**src/rtl/flag_adder_pkg.sv**
```systemverilog
package flag_adder_pkg;
  // Status bit positions written by an addition
  localparam int C_POS  = 0;
  localparam int Z_POS  = 1;
  localparam int OV_POS = 2;
  localparam int N_POS  = 3;
  localparam int DC_POS = 8;

  // Strobes from control to datapath
  typedef struct packed {
    logic takeFlags;
    logic takeLoad;
    logic takeResult;
  } addStrobe_t;

  function automatic logic [31:0] flagMask(input int statW);
    logic [31:0] m;
    m = '0;
    m[C_POS]  = 1'b1;
    m[Z_POS]  = 1'b1;
    m[OV_POS] = 1'b1;
    m[N_POS]  = 1'b1;
    m[DC_POS] = 1'b1;
    if (statW < 32) m = m & ((32'd1 << statW) - 32'd1);
    return m;
  endfunction
endpackage

```
**src/rtl/flag_adder_flags.sv**
```systemverilog
module flag_adder_flags
  import flag_adder_pkg::*;
#(
  parameter int DATA_W = 16,
  parameter int STAT_W = 16,
  parameter int NIB_W  = 4
) (
  input  logic [DATA_W-1:0] opA,
  input  logic [DATA_W-1:0] opB,
  output logic [DATA_W-1:0] sumLow,
  output logic [STAT_W-1:0] flagVec
);
  localparam int MSB = DATA_W - 1;

  logic [DATA_W:0]   wideSum;
  logic [DATA_W-1:0] carryIn;
  logic              fZero, fCarry, fDigit, fOvf, fNeg;

  always_comb begin
    wideSum = {1'b0, opA} + {1'b0, opB};
    sumLow  = wideSum[DATA_W-1:0];
    carryIn = sumLow ^ opA ^ opB;
    fZero   = (sumLow == '0);
    fCarry  = wideSum[DATA_W];
    fDigit  = carryIn[NIB_W];
    fNeg    = sumLow[MSB];
    fOvf    = (~opA[MSB] & ~opB[MSB] &  sumLow[MSB]) |
              ( opA[MSB] &  opB[MSB] & ~sumLow[MSB]);
    flagVec         = '0;
    flagVec[C_POS]  = fCarry;
    flagVec[Z_POS]  = fZero;
    flagVec[OV_POS] = fOvf;
    flagVec[N_POS]  = fNeg;
    flagVec[DC_POS] = fDigit;
  end
endmodule

```
**src/rtl/flag_adder_dp.sv**
```systemverilog
module flag_adder_dp
  import flag_adder_pkg::*;
#(
  parameter int DATA_W = 16,
  parameter int STAT_W = 16,
  parameter int NIB_W  = 4
) (
  input  logic              clk,
  input  logic              rst,
  input  addStrobe_t        strobe,
  input  logic [DATA_W-1:0] opA,
  input  logic [DATA_W-1:0] opB,
  input  logic [STAT_W-1:0] stWrData,
  output logic [DATA_W-1:0] resultQ,
  output logic [STAT_W-1:0] statusQ
);
  localparam logic [31:0]       MASK32    = flagMask(STAT_W);
  localparam logic [STAT_W-1:0] FLAG_MASK = MASK32[STAT_W-1:0];

  logic [DATA_W-1:0] sumLow;
  logic [STAT_W-1:0] flagVec;
  logic [STAT_W-1:0] baseWord;
  logic [STAT_W-1:0] statusNext;

  flag_adder_flags #(.DATA_W(DATA_W), .STAT_W(STAT_W), .NIB_W(NIB_W)) flags_i (
    .opA    (opA),
    .opB    (opB),
    .sumLow (sumLow),
    .flagVec(flagVec)
  );

  assign baseWord = strobe.takeLoad ? stWrData : statusQ;

  for (genvar i = 0; i < STAT_W; i++) begin : gStatBit
    if (FLAG_MASK[i]) begin : gFlag
      assign statusNext[i] = strobe.takeFlags ? flagVec[i] : baseWord[i];
    end else begin : gKeep
      assign statusNext[i] = baseWord[i];
    end
  end

  always_ff @(posedge clk) begin
    if (rst) begin
      statusQ <= '0;
      resultQ <= '0;
    end else begin
      statusQ <= statusNext;
      if (strobe.takeResult) resultQ <= sumLow;
    end
  end
endmodule

```
**src/rtl/flag_adder_ctrl.sv**
```systemverilog
module flag_adder_ctrl
  import flag_adder_pkg::*;
(
  input  logic       clk,
  input  logic       rst,
  input  logic       inValid,
  input  logic       stWrEn,
  output addStrobe_t strobe,
  output logic       resValidQ
);
  always_comb begin
    strobe.takeFlags  = inValid & ~rst;
    strobe.takeResult = inValid & ~rst;
    strobe.takeLoad   = stWrEn & ~rst;
  end

  always_ff @(posedge clk) begin
    if (rst) resValidQ <= 1'b0;
    else     resValidQ <= inValid;
  end
endmodule

```
**src/rtl/flag_adder.sv**
```systemverilog
module flag_adder
  import flag_adder_pkg::*;
#(
  parameter int DATA_W = 16,
  parameter int STAT_W = 16,
  parameter int NIB_W  = 4
) (
  input  logic              clk,
  input  logic              rst,
  input  logic [DATA_W-1:0] opA,
  input  logic [DATA_W-1:0] opB,
  input  logic              inValid,
  input  logic              stWrEn,
  input  logic [STAT_W-1:0] stWrData,
  output logic [DATA_W-1:0] result,
  output logic              resValid,
  output logic [STAT_W-1:0] status
);
  addStrobe_t strobe;

  flag_adder_ctrl ctrl_i (
    .clk      (clk),
    .rst      (rst),
    .inValid  (inValid),
    .stWrEn   (stWrEn),
    .strobe   (strobe),
    .resValidQ(resValid)
  );

  flag_adder_dp #(.DATA_W(DATA_W), .STAT_W(STAT_W), .NIB_W(NIB_W)) dp_i (
    .clk     (clk),
    .rst     (rst),
    .strobe  (strobe),
    .opA     (opA),
    .opB     (opB),
    .stWrData(stWrData),
    .resultQ (result),
    .statusQ (status)
  );
endmodule

```
**config.mk**
```make
export PLATFORM = sky130hd
export DESIGN_NAME = flag_adder
export DESIGN_NICKNAME = d
export VERILOG_FILES = /design/src/rtl/flag_adder_pkg.sv /design/src/rtl/flag_adder_flags.sv /design/src/rtl/flag_adder_dp.sv /design/src/rtl/flag_adder_ctrl.sv /design/src/rtl/flag_adder.sv
export SDC_FILE = /design/constraint.sdc
export NUM_CORES = 1
export LEC_CHECK = 0
export BUFFER_PORTS_ARGS = -buffer_cell sky130_fd_sc_hd__buf_2
export CELL_PAD_IN_SITES_DETAIL_PLACEMENT = 1
export CELL_PAD_IN_SITES_GLOBAL_PLACEMENT = 1
export CORE_MARGIN = 1.5
export CORE_UTILIZATION = 32
export CTS_CLUSTER_DIAMETER = 50
export DETAILED_ROUTE_END_ITERATION = 8
export PLACE_DENSITY = 0.83
export SLEW_MARGIN = 20
export SYNTH_ARGS = -nofsm -noshare
export SYNTH_HDL_FRONTEND = slang
export SYNTH_SLANG_ARGS = --single-unit
```
**constraint.sdc**
```tcl
create_clock -name clk -period 2.3 [get_ports clk]
set_input_delay 0.115 -clock clk [delete_from_list [all_inputs] [get_ports clk]]
set_output_delay 0.115 -clock clk [all_outputs]
set_load 0.03 [all_outputs]
```
After elaboration in Yosys (flattened, before gate mapping)
Cells that the tools add are included.
Widths: inputs -> output; s select.
{"block": "word_totals", "out_inout_bits": 33, "reg_bits": 33, "wordCells": 26, "inputBits": 52}
{"block": "op_classes", "add_sub_neg": 1, "n_reduce_logical": 2, "n_mux": 6, "bitwise": 13}
{"cell": "$add 16x16->17", "n": 1}
{"cell": "$logic_not 16->1", "n": 1}
{"cell": "$xor 5x5->5", "n": 2}
{"cell": "$mux 9", "n": 1}
{"cell": "$and 1x1->1", "n": 6}
{"cell": "$mux 1", "n": 5}
{"cell": "$not 1->1", "n": 4}
{"cell": "$reduce_bool 2->1", "n": 1}
{"cell": "$or 1x1->1", "n": 1}

Depth between registers and ports, before layout
Gate-level depths: netlist of the first run.
{"block": "depth", "ltp_word": 5, "ltp_mapped": 9}

Hierarchy
Synthesis of the first run repeated with hierarchy kept, for this count alone.
{"block": "unflattened", "cells_unflattened": 245, "area_unflattened_um2": 2268.4}
{"module": "flag_adder_dp", "area_per_inst_um2": 1199.9, "instances": 1, "seq_area_each_um2": 640.6, "cells_per_inst": 109}
{"module": "flag_adder_flags", "area_per_inst_um2": 1022.2, "instances": 1, "seq_area_each_um2": 0.0, "cells_per_inst": 131}
{"module": "flag_adder_ctrl", "area_per_inst_um2": 46.3, "instances": 1, "seq_area_each_um2": 20.0, "cells_per_inst": 5}

Worst setup path after synthesis of the first run
No wires, ideal clock.
{"block": "synth_timing", "path_kind": "input port to flip-flop", "start": "input port opA[0]", "end": "register dp_i.statusQ[1]", "setup_time_ps": 84, "path_buffers": 0, "required_time_ps": 2216, "arrival_ps": 2089, "path_slack_ps": 126, "path_stages": 9, "path_cell_list": "ha_1 -> fa_1 -> a21oi_4 -> o21bai_1 -> xor2_1 -> or3_1 -> nor4_2 -> nand4_1 -> o31ai_2"}
{"block": "synth_via", "elab_chain_cells": 3}
{"item": "from (decl)", "line_no": "flag_adder.sv:10", "source": "input logic [DATA_W-1:0] opA,"}
{"item": "$add 16x16->17", "line_no": "flag_adder_flags.sv:20", "source": "wideSum = {1'b0, opA} + {1'b0, opB};"}
{"item": "$logic_not 16->1", "line_no": "flag_adder_flags.sv:23", "source": "fZero = (sumLow == '0);"}
{"item": "$mux 1", "line_no": "flag_adder_dp.sv:36", "source": "assign statusNext[i] = strobe.takeFlags ? flagVec[i] : baseWord[i];"}
{"item": "to (signal assigned)", "line_no": "flag_adder_dp.sv:47", "source": "statusQ <= statusNext;"}
{"item": "to (decl)", "line_no": "flag_adder_dp.sv:15", "source": "output logic [STAT_W-1:0] statusQ"}
No other way between the ends.
A chain may end at the register's enable or synchronous reset.

Final worst setup path of the first run
Ends and elaborated chain as after synthesis.

==> impl_metrics.json, run 1 <==
{
  "met2RoutedLength_mm": 2.923,
  "critPathArrivalTime_ns": 2.29,
  "syn_inst": 255,
  "worst_slew_pin_slew_ns": 0.4649,
  "r2r_slack_ns": 1.32,
  "pin_count": 85,
  "die_x_um": 86.40,
  "syn-cell-area_mm2": 0.002226,
  "post_cts_buffers": 0,
  "initial_core_util_pct": 32.94,
  "synthArstFlopShare_pct": 0,
  "setup_tns_ns": 0,
  "synth-edff-count": 0,
  "nFillCells": 847,
  "overflow": 0,
  "cts_sinks": 33,
  "grt_max_degree": 33,
  "avgViaCountPerCell": 5.225,
  "htree_levels": 2,
  "wl_mm": 5.974,
  "drc_errors": 0,
  "drt_iter0_drc": 55,
  "wl_per_cell_um": 14.16,
  "met1Wirelength_mm": 2.687,
  "max_freq_ghz": 0.4775,
  "crit_required_ns": 2.50,
  "drive_above_1_share_pct": 35.38,
  "whs_ns": 0.07516,
  "yosys_most_used_dff": "dfxtp_1",
  "yosys_warnings": 0,
  "vias": 2205,
  "netlist_top_cells_count": "nor2_1, dfxtp_1, mux2i_1",
  "yosys-top-cells-area": "dfxtp_1, ha_1, mux2i_1, nor2_1, a21oi_1",
  "status": "finished clean",
  "seqCellArea_um2": 660.6,
  "final_max_slew_viol_count": 0,
  "synthDistinctLibCells": 55,
  "place_ws_ns": -0.1119,
  "maxCapViolCount": 0,
  "antenna_found_initial": 0,
  "rsz0062_at_grt": "false",
  "startpoint_type": "input pin",
  "multi_input_area_mm2": 0.001463,
  "cts_inserted_buffers": 5,
  "fin_skew_ns": 0,
  "root_buffer": "clkbuf_8",
  "synth.largest_area_cell": "dfxtp_1",
  "ir_drop_v": 0.0001969,
  "top_layer": "met4",
  "postLayoutCoreUtil_pct": 42.13,
  "wl_met3_um": 283,
  "layout_setup_ws_ns": 0.2057,
  "dieHeight_um": 86.40,
  "syn-num-nets": 325,
  "postLayoutCellArea_mm2": 0.002846,
  "end_kind": "flop",
  "portBuffers": 84,
  "synth_most_common_cell": "nor2_1",
  "finalHoldViolations": 0,
  "dr.pass1.iters": 4,
  "period_share_pct": 91.06,
  "crit_fanout": 3,
  "place_area_mm2": 0.002730,
  "antennaDiodeCount": 0,
  "clk_pin_slew_worst_paths_ns": 0.07,
  "synth-seq-area-share_pct": 29.68,
  "die_area_mm2": 0.007465,
  "power.leakage_nw": 1.344,
  "avgSynthCellArea_um2": 8.729,
  "clock_latency_ns": 0.28,
  "antenna_left": 0,
  "cts_tree": "yes",
  "critPathKind": "input pin to flop",
  "core_area_mm2": 0.006756,
  "gp_congestion": 0.8025,
  "setup-violations-final": 0,
  "gr-usage-all-layers_pct": 16.66,
  "cts_resized": 0,
  "holdBufCountCts": 0,
  "rows": 30,
  "period_needed_ns": 2.094,
  "power_density_mw_per_mm2": 647.2,
  "relSlewSlack_pct": 68.21,
  "syn_to_final_growth_pct": 27.88,
  "grt_pass1_vias": 2237,
  "hp-class": "input pin to flop",
  "grt_pass1_wl_mm": 9.970,
  "nets": 411,
  "clockBufferDepth": 2,
  "ys_ff_latch": 33,
  "post-dp-hpwl_mm": 4.869,
  "synth_top_area_share_pct": 29.68
}
-- worst max-delay path: stages --
cell	delay (ns)
buf_2	0.10
ha_1	0.22
fa_1	0.44
a21oi_4	0.21
o21bai_1	0.09
xor2_1	0.15
or3_1	0.41
nor4_2	0.24
nand4_1	0.14
o31ai_2	0.18
-- state kept, by name, indices dropped and copies added, names as in the netlist --
register / cells
ctrl_i.resValidQ: 1
dp_i.resultQ: 16
dp_i.statusQ: 16
-- through the flow --
step                power [mW]  std cells
detailed placement       1.303        414
floorplan                1.106        255
global placement         1.284        414
global route             1.954        422
finish                   1.842        422
CTS                      1.869        422
-- power breakdown --
group / internal, mW / leakage, nW / switching [mW]
sequential: 0.621 / 0.273 / 0.0245
combinational: 0.259 / 1.01 / 0.382
clock: 0.353 / 0.0585 / 0.203
-- path summary, 6_finish.rpt --
| kind | start | depth (start not counted) | to |
|---|---|---|---|
| max | opA[0] | 10 | dp_i.statusQ[1] |
| min | stWrData[6] | 3 | dp_i.statusQ[6] |
| max reg2reg | dp_i.statusQ[1] | 3 | dp_i.statusQ[1] |
| min reg2reg | dp_i.resultQ[15] | 2 | dp_i.resultQ[15] |
-- cell families (layout without fill, tap and decap cells) --
| kind of cell | Yosys count | after routing | share of synthesized area, % |
|---|---|---|---|
| xor gates and xnor gates | 10 | 10 | 3.935 |
| and+or+nand+nor | 86 | 86 | 18.44 |
| buffers and inverters | 20 | 107 | 4.609 |
| muxes | 22 | 22 | 9.949 |
| DFF | 33 | 33 | 29.68 |
| adders and majority gates | 18 | 18 | 10.46 |
| AOI/OAI and AO/OA | 66 | 66 | 22.94 |
-- layer usage --
| metal | global-route usage (%) | up-vias |
|---|---|---|
| met5 | 0 | - |
| met3 | 2.667 | 9 |
| li1 | - | 1099 |
| met4 | 6.158 | 0 |
| met2 | 29.19 | 66 |
| met1 | 20.53 | 1031 |
-- cell type report --
class,count,share of cell area (%)
clock inverter,1,1.055
sequential,33,23.21
multi-input combinational,202,51.38
clock buffer,7,3.033
timing repair buffer,92,16.88
inverter,7,0.9231
tap,80,3.516
-- layout by cell type (no fill, tap or decap), drive strengths merged, types with 2 or more instances in the layout --
master / instances
a2111oi: 4
a211oi: 8
a21oi: 20
buf: 92
clkbuf: 7
dfxtp: 33
ha: 17
inv: 7
mux2i: 21
nand2: 17
nand3: 6
nor2: 35
nor2b: 6
nor3: 6
nor3b: 2
nor4b: 2
o2111ai: 2
o211ai: 5
o21a: 2
o21ai: 11
o21bai: 3
o31a: 3
or2: 2
or3: 4
xnor2: 8
xor2: 2
(Power assumes the default switching activity.)
==> inputs of run 2 (changes only) <==
CORE_UTILIZATION = 36   (was 32)
PLACE_DENSITY = 0.88   (was 0.83)
clock period = 2.07 ns   (was 2.3 ns; I/O delays follow)
==> run 2 against run 1 <==
Effect of this change:
- combinational power up 22%
- setup slack worse by 0.084 ns
- sequential power up 11%
- final cell count up 2.1%
- core utilization up 8.5 points
- register-to-register slack worse by 0.25 ns
- power up 21%
- final area up 5.9%
- largest cell class unchanged
- critical path depth unchanged
- largest power group is now combinational logic
- critical path type unchanged
- wire length up 14%
- count of clock-buffer cells in the layout down 2
==> impl_metrics.json, run 2 (same netlist as run 1, synthesis figures left out) <==
{
  "status": "finished clean",
  "setup-violations-final": 0,
  "postLayoutCellArea_mm2": 0.003014,
  "clockPowerShare_pct": 32.7,
  "syn_to_final_growth_pct": 35.41,
  "period_share_pct": 94.11,
  "place_area_mm2": 0.002819,
  "whs_ns": 0.05726,
  "final_max_slew_viol_count": 0,
  "grt_pass1_wl_mm": 11.23,
  "rows": 28,
  "grt_pass1_vias": 2449,
  "place_ws_ns": -0.2290,
  "finalHoldViolations": 0,
  "rr_endpoint": "dp_i.statusQ[1]",
  "rr_startpoint": "dp_i.statusQ[1]",
  "crit_fanout": 3,
  "portBuffers": 84,
  "wl_mm": 6.810,
  "htree_levels": 2,
  "worst_slew_pin_slew_ns": 0.4486,
  "antennaDiodeCount": 0,
  "layout_common_cells": "buf_2, nor2_1, dfxtp_1",
  "drive_above_1_share_pct": 39.04,
  "hp-class": "input pin to flop",
  "fin_skew_ns": 0,
  "cts_sinks": 33,
  "die_x_um": 81.63,
  "avgViaCountPerCell": 5.316,
  "seqCellArea_um2": 660.6,
  "power.leakage_nw": 1.432,
  "nFillCells": 736,
  "pin_count": 85,
  "cts_tree": "yes",
  "cts_inserted_buffers": 5,
  "p_int_mw": 1.499,
  "p_comb_share_pct": 35.1,
  "crit_required_ns": 2.28,
  "end_kind": "flop",
  "root_buffer": "clkbuf_8",
  "dr.pass1.iters": 4,
  "nets": 425,
  "clockBufferDepth": 2,
  "drt_iter0_drc": 70,
  "startpoint_type": "input pin",
  "layout_commonest_cell": "buf_2",
  "critPathArrivalTime_ns": 2.16,
  "drc_errors": 0,
  "max_freq_ghz": 0.5133,
  "setup_tns_ns": 0,
  "initial_core_util_pct": 37.37,
  "antenna_left": 0,
  "startpoint": "opA[0]",
  "largestRegisters": "dp_i.resultQ: 16 flops, dp_i.statusQ: 16 flops, ctrl_i.resValidQ: 1 flops",
  "p_sw_share_pct": 32.84,
  "worst_r2r_path_depth": 3,
  "seq_power_share_pct": 32.2,
  "r2r_slack_ns": 1.07,
  "power_density_mw_per_mm2": 740.4,
  "p_sw_uw": 732.9,
  "dieHeight_um": 81.63,
  "critPathKind": "input pin to flop",
  "clock_latency_ns": 0.28,
  "gr-usage-all-layers_pct": 21.74,
  "ir_drop_v": 0.0005408,
  "overflow": 0,
  "core_area_mm2": 0.005956,
  "vias": 2291,
  "maxCapViolCount": 0,
  "endpoint": "dp_i.statusQ[1]",
  "relSlewSlack_pct": 69.32,
  "period_needed_ns": 1.948,
  "post-dp-hpwl_mm": 5.161,
  "grt_max_degree": 33,
  "layout_setup_ws_ns": 0.1219,
  "postLayoutCoreUtil_pct": 50.61,
  "clk_pin_slew_worst_paths_ns": 0.08,
  "antenna_found_initial": 0,
  "multi_input_area_mm2": 0.001501,
  "holdBufCountCts": 0,
  "die_area_mm2": 0.006663,
  "wl_per_cell_um": 15.80,
  "gp_congestion": 0.8275
}
run 2: through the flow:
step / power, mW / cells
floorplan: 1.230 / 255
global route: 2.363 / 431
detailed placement: 1.480 / 421
CTS: 2.225 / 429
finish: 2.232 / 431
global placement: 1.455 / 421
run 2: critical path, cell delays in order:
cell and delay, ns:
buf_6 0.10, ha_4 0.15, fa_2 0.36, a21oi_4 0.20, o211ai_4 0.11, o41ai_2 0.32, xnor2_1 0.15, nor4_2 0.31
nand4_1 0.15, o31ai_2 0.19
run 2: layer usage:
layer	up-vias	wire length (um)	global-route usage, %
li1	1126	-	-
met3	12	375	4.778
met1	1083	2790	24.23
met5	-	0	0
met4	0	128	7.119
met2	70	3514	40.58
run 2: power by group through the flow:
| stage | combinational (mW) | sequential [mW] | clock (mW) |
|---|---|---|---|
| finish | 0.783 | 0.719 | 0.730 |
| global route | 0.857 | 0.725 | 0.781 |
| CTS | 0.759 | 0.719 | 0.747 |
| detailed placement | 0.748 | 0.732 | 0 |
| global placement | 0.725 | 0.731 | 0 |
| floorplan | 0.394 | 0.836 | 0 |
run 2: repair_timing:
action / in CTS / in global routing
hold endpoints to repair: 0 / 0
endpoints found under the setup margin: 0 / 1
setup buffers: 0 / 2
gates resized for setup: 0 / 6
run 2: layout make-up:
type                    count  area share (%)
flip-flops and latches     33           21.92
inverters                   7          0.8717
well taps                  75           3.113
multi-input cells         202           49.81
clock buffers               5           2.283
repair buffers            106           19.84
clock inverters             3           2.159
run 2: worst min-delay path by stage:
stage | start | to | depth (start not counted)
4_1_cts | stWrData[12] | dp_i.statusQ[12] | 3
3_3_place_gp | stWrData[4] | dp_i.statusQ[4] | 3
3_5_place_dp | stWrData[12] | dp_i.statusQ[12] | 3
2_1_floorplan | stWrData[4] | dp_i.statusQ[4] | 2
5_1_grt | stWrData[6] | dp_i.statusQ[6] | 3
6_report | stWrData[14] | dp_i.statusQ[14] | 3
==> inputs of run 3 (changes only) <==
CORE_UTILIZATION = 32   (was 36)
PLACE_DENSITY = 0.83   (was 0.88)
clock period = 1.7 ns   (was 2.07 ns; I/O delays follow)
==> run 3 against run 2 <==
Effect of this change:
- the flow now finishes with violations (setup timing)
- count of clock-buffer cells in the layout is 1 higher
- via count is 2.7% higher
- final cell count rose by 6.5%
- register-to-register slack worse by 0.36 ns
- clock skew unchanged
- sequential power is 22% higher
- setup slack worse by 0.32 ns
- core utilization down 1.8 points
- highest routed layer unchanged
==> impl_metrics.json, run 3 (same netlist as run 1, synthesis figures left out) <==
{
  "drive_above_1_share_pct": 47.23,
  "finalHoldViolations": 0,
  "startpoint_type": "input pin",
  "layout_setup_ws_ns": -0.1990,
  "final_max_slew_viol_count": 0,
  "gp_congestion": 0.8005,
  "holdBufCountCts": 0,
  "period_needed_ns": 1.899,
  "clock_latency_ns": 0.28,
  "max_stage_delay_ns": 0.39,
  "crit_required_ns": 1.90,
  "clk_pin_slew_worst_paths_ns": 0.07,
  "antenna_found_initial": 0,
  "crit_fanout": 3,
  "die_area_mm2": 0.007465,
  "grt_pass1_wl_mm": 11.08,
  "worst_slew_pin_slew_ns": 0.4290,
  "worst_r2r_path_depth": 3,
  "startpoint": "opA[0]",
  "power.leakage_nw": 1.537,
  "drt_iter0_drc": 47,
  "total_power_mw": 2.529,
  "maxCapViolCount": 0,
  "wl_mm": 6.951,
  "htree_levels": 2,
  "relSlewSlack_pct": 70.66,
  "hp-class": "input pin to flop",
  "rr_startpoint": "dp_i.statusQ[1]",
  "busiest_layer": "met2",
  "layout_common_cells": "buf_2, buf_4, nor2_1",
  "place_area_mm2": 0.003084,
  "rr_endpoint": "dp_i.statusQ[1]",
  "nFillCells": 829,
  "overflow": 0,
  "initial_core_util_pct": 32.94,
  "critPathSlowestCell": "a2111oi_2",
  "antenna_left": 0,
  "whs_ns": 0.03722,
  "nets": 448,
  "grt_util_met2_pct": 33.66,
  "postLayoutCellArea_mm2": 0.003296,
  "pin_count": 85,
  "vias": 2352,
  "end_kind": "flop",
  "avgViaCountPerCell": 5.124,
  "portBuffers": 84,
  "endpoint": "dp_i.statusQ[1]",
  "placedCellCount": 450,
  "cts_sinks": 33,
  "antennaDiodeCount": 0,
  "gr-usage-all-layers_pct": 18.61,
  "cts_tree": "yes",
  "period_share_pct": 111.7,
  "final_cells": 459,
  "core_area_mm2": 0.006756,
  "max_freq_ghz": 0.5266,
  "critPathKind": "input pin to flop",
  "wl_per_cell_um": 15.14,
  "setup-violations-final": 4,
  "die_x_um": 86.40,
  "critPathArrivalTime_ns": 2.10,
  "syn_to_final_growth_pct": 48.06,
  "post-dp-hpwl_mm": 5.628,
  "root_buffer": "clkbuf_8",
  "status": "finished with violations",
  "dr.pass1.iters": 4,
  "ir_drop_v": 0.0002630,
  "largestRegisters": "dp_i.resultQ: 16 flops, dp_i.statusQ: 16 flops, ctrl_i.resValidQ: 1 flops",
  "setup_tns_ns": -0.4208,
  "grt_max_degree": 33,
  "rsz0062_at_grt": "true",
  "drc_errors": 0,
  "path_cells": "buf_6, ha_4, buf_4, a211oi_4, o21ai_2, a2111oi_2, o21ai_1, a22oi_1, nand4_1, o31ai_2",
  "layout_commonest_cell": "buf_2",
  "fin_skew_ns": 0,
  "r2r_slack_ns": 0.71,
  "met1_usage_pct": 22.35,
  "rows": 30,
  "violations": "setup timing",
  "dieHeight_um": 86.40,
  "cts_inserted_buffers": 5,
  "power_density_mw_per_mm2": 767.2,
  "grtUsageMet3_pct": 4.095,
  "clockBufferDepth": 2,
  "grt_pass1_vias": 2386
}
-- run 3: power breakdown --
part / switching [mW] / total, mW / leakage [nW] / internal [mW]
clock: 0.278 / 0.561 / 0.0450 / 0.283
combinational: 0.597 / 1.09 / 1.22 / 0.494
sequential: 0.0369 / 0.877 / 0.273 / 0.840
-- run 3: final cells by class --
class / instances / area (um^2) / area share (%)
Tap cell: 80 / 100.1 / 3.037
Inverter: 7 / 26.28 / 0.7973
Timing Repair Buffer: 129 / 780.7 / 23.69
Multi-Input combinational cell: 202 / 1645 / 49.92
Clock inverter: 2 / 10.01 / 0.3037
Clock buffer: 6 / 72.57 / 2.202
Sequential cell: 33 / 660.6 / 20.05
-- run 3: timing repair --
action / 4_1_cts / 5_1_grt
setup buffers: 1 / 0
pin swaps: 9 / 7
endpoints found under the setup margin: 7 / 11
resized for setup: 6 / 17
-- run 3: worst max-delay path: cells and delay by family --
| family | cells | cell delay (ns) |
|---|---|---|
| adders and majority gates | 1 | 0.15 |
| and+or+nand+nor | 1 | 0.16 |
| buffers and inverters | 2 | 0.25 |
| AOI/OAI and AO/OA | 6 | 1.45 |
-- run 3: worst min path at each step --
stage                             endpoint          from  cells after the start
final                     dp_i.statusQ[11]  stWrData[11]                      3
after global placement    dp_i.statusQ[14]  stWrData[14]                      3
after detailed placement  dp_i.statusQ[11]  stWrData[11]                      3
after CTS                 dp_i.statusQ[11]  stWrData[11]                      3
after global routing      dp_i.statusQ[14]  stWrData[14]                      3
after floorplan            dp_i.statusQ[4]   stWrData[4]                      2
-- run 3: layer usage --
metal	routed length, um	vias up	part of all wire [%]
li1	-	1165	-
met3	431	10	6.2
met2	3578	73	51
met4	82	0	1.2
met5	0	-	0
met1	2859	1104	41
-- run 3: stage by stage --
step | utilization [%] | worst slack (ns)
final | 48.78 | -0.1990
after global routing | 48.78 | -0.3476
after CTS | 47.44 | -0.1534
after detailed placement | 45.65 | -0.4774
after global placement | 45.65 | -0.4191
after floorplan | - | -0.2025
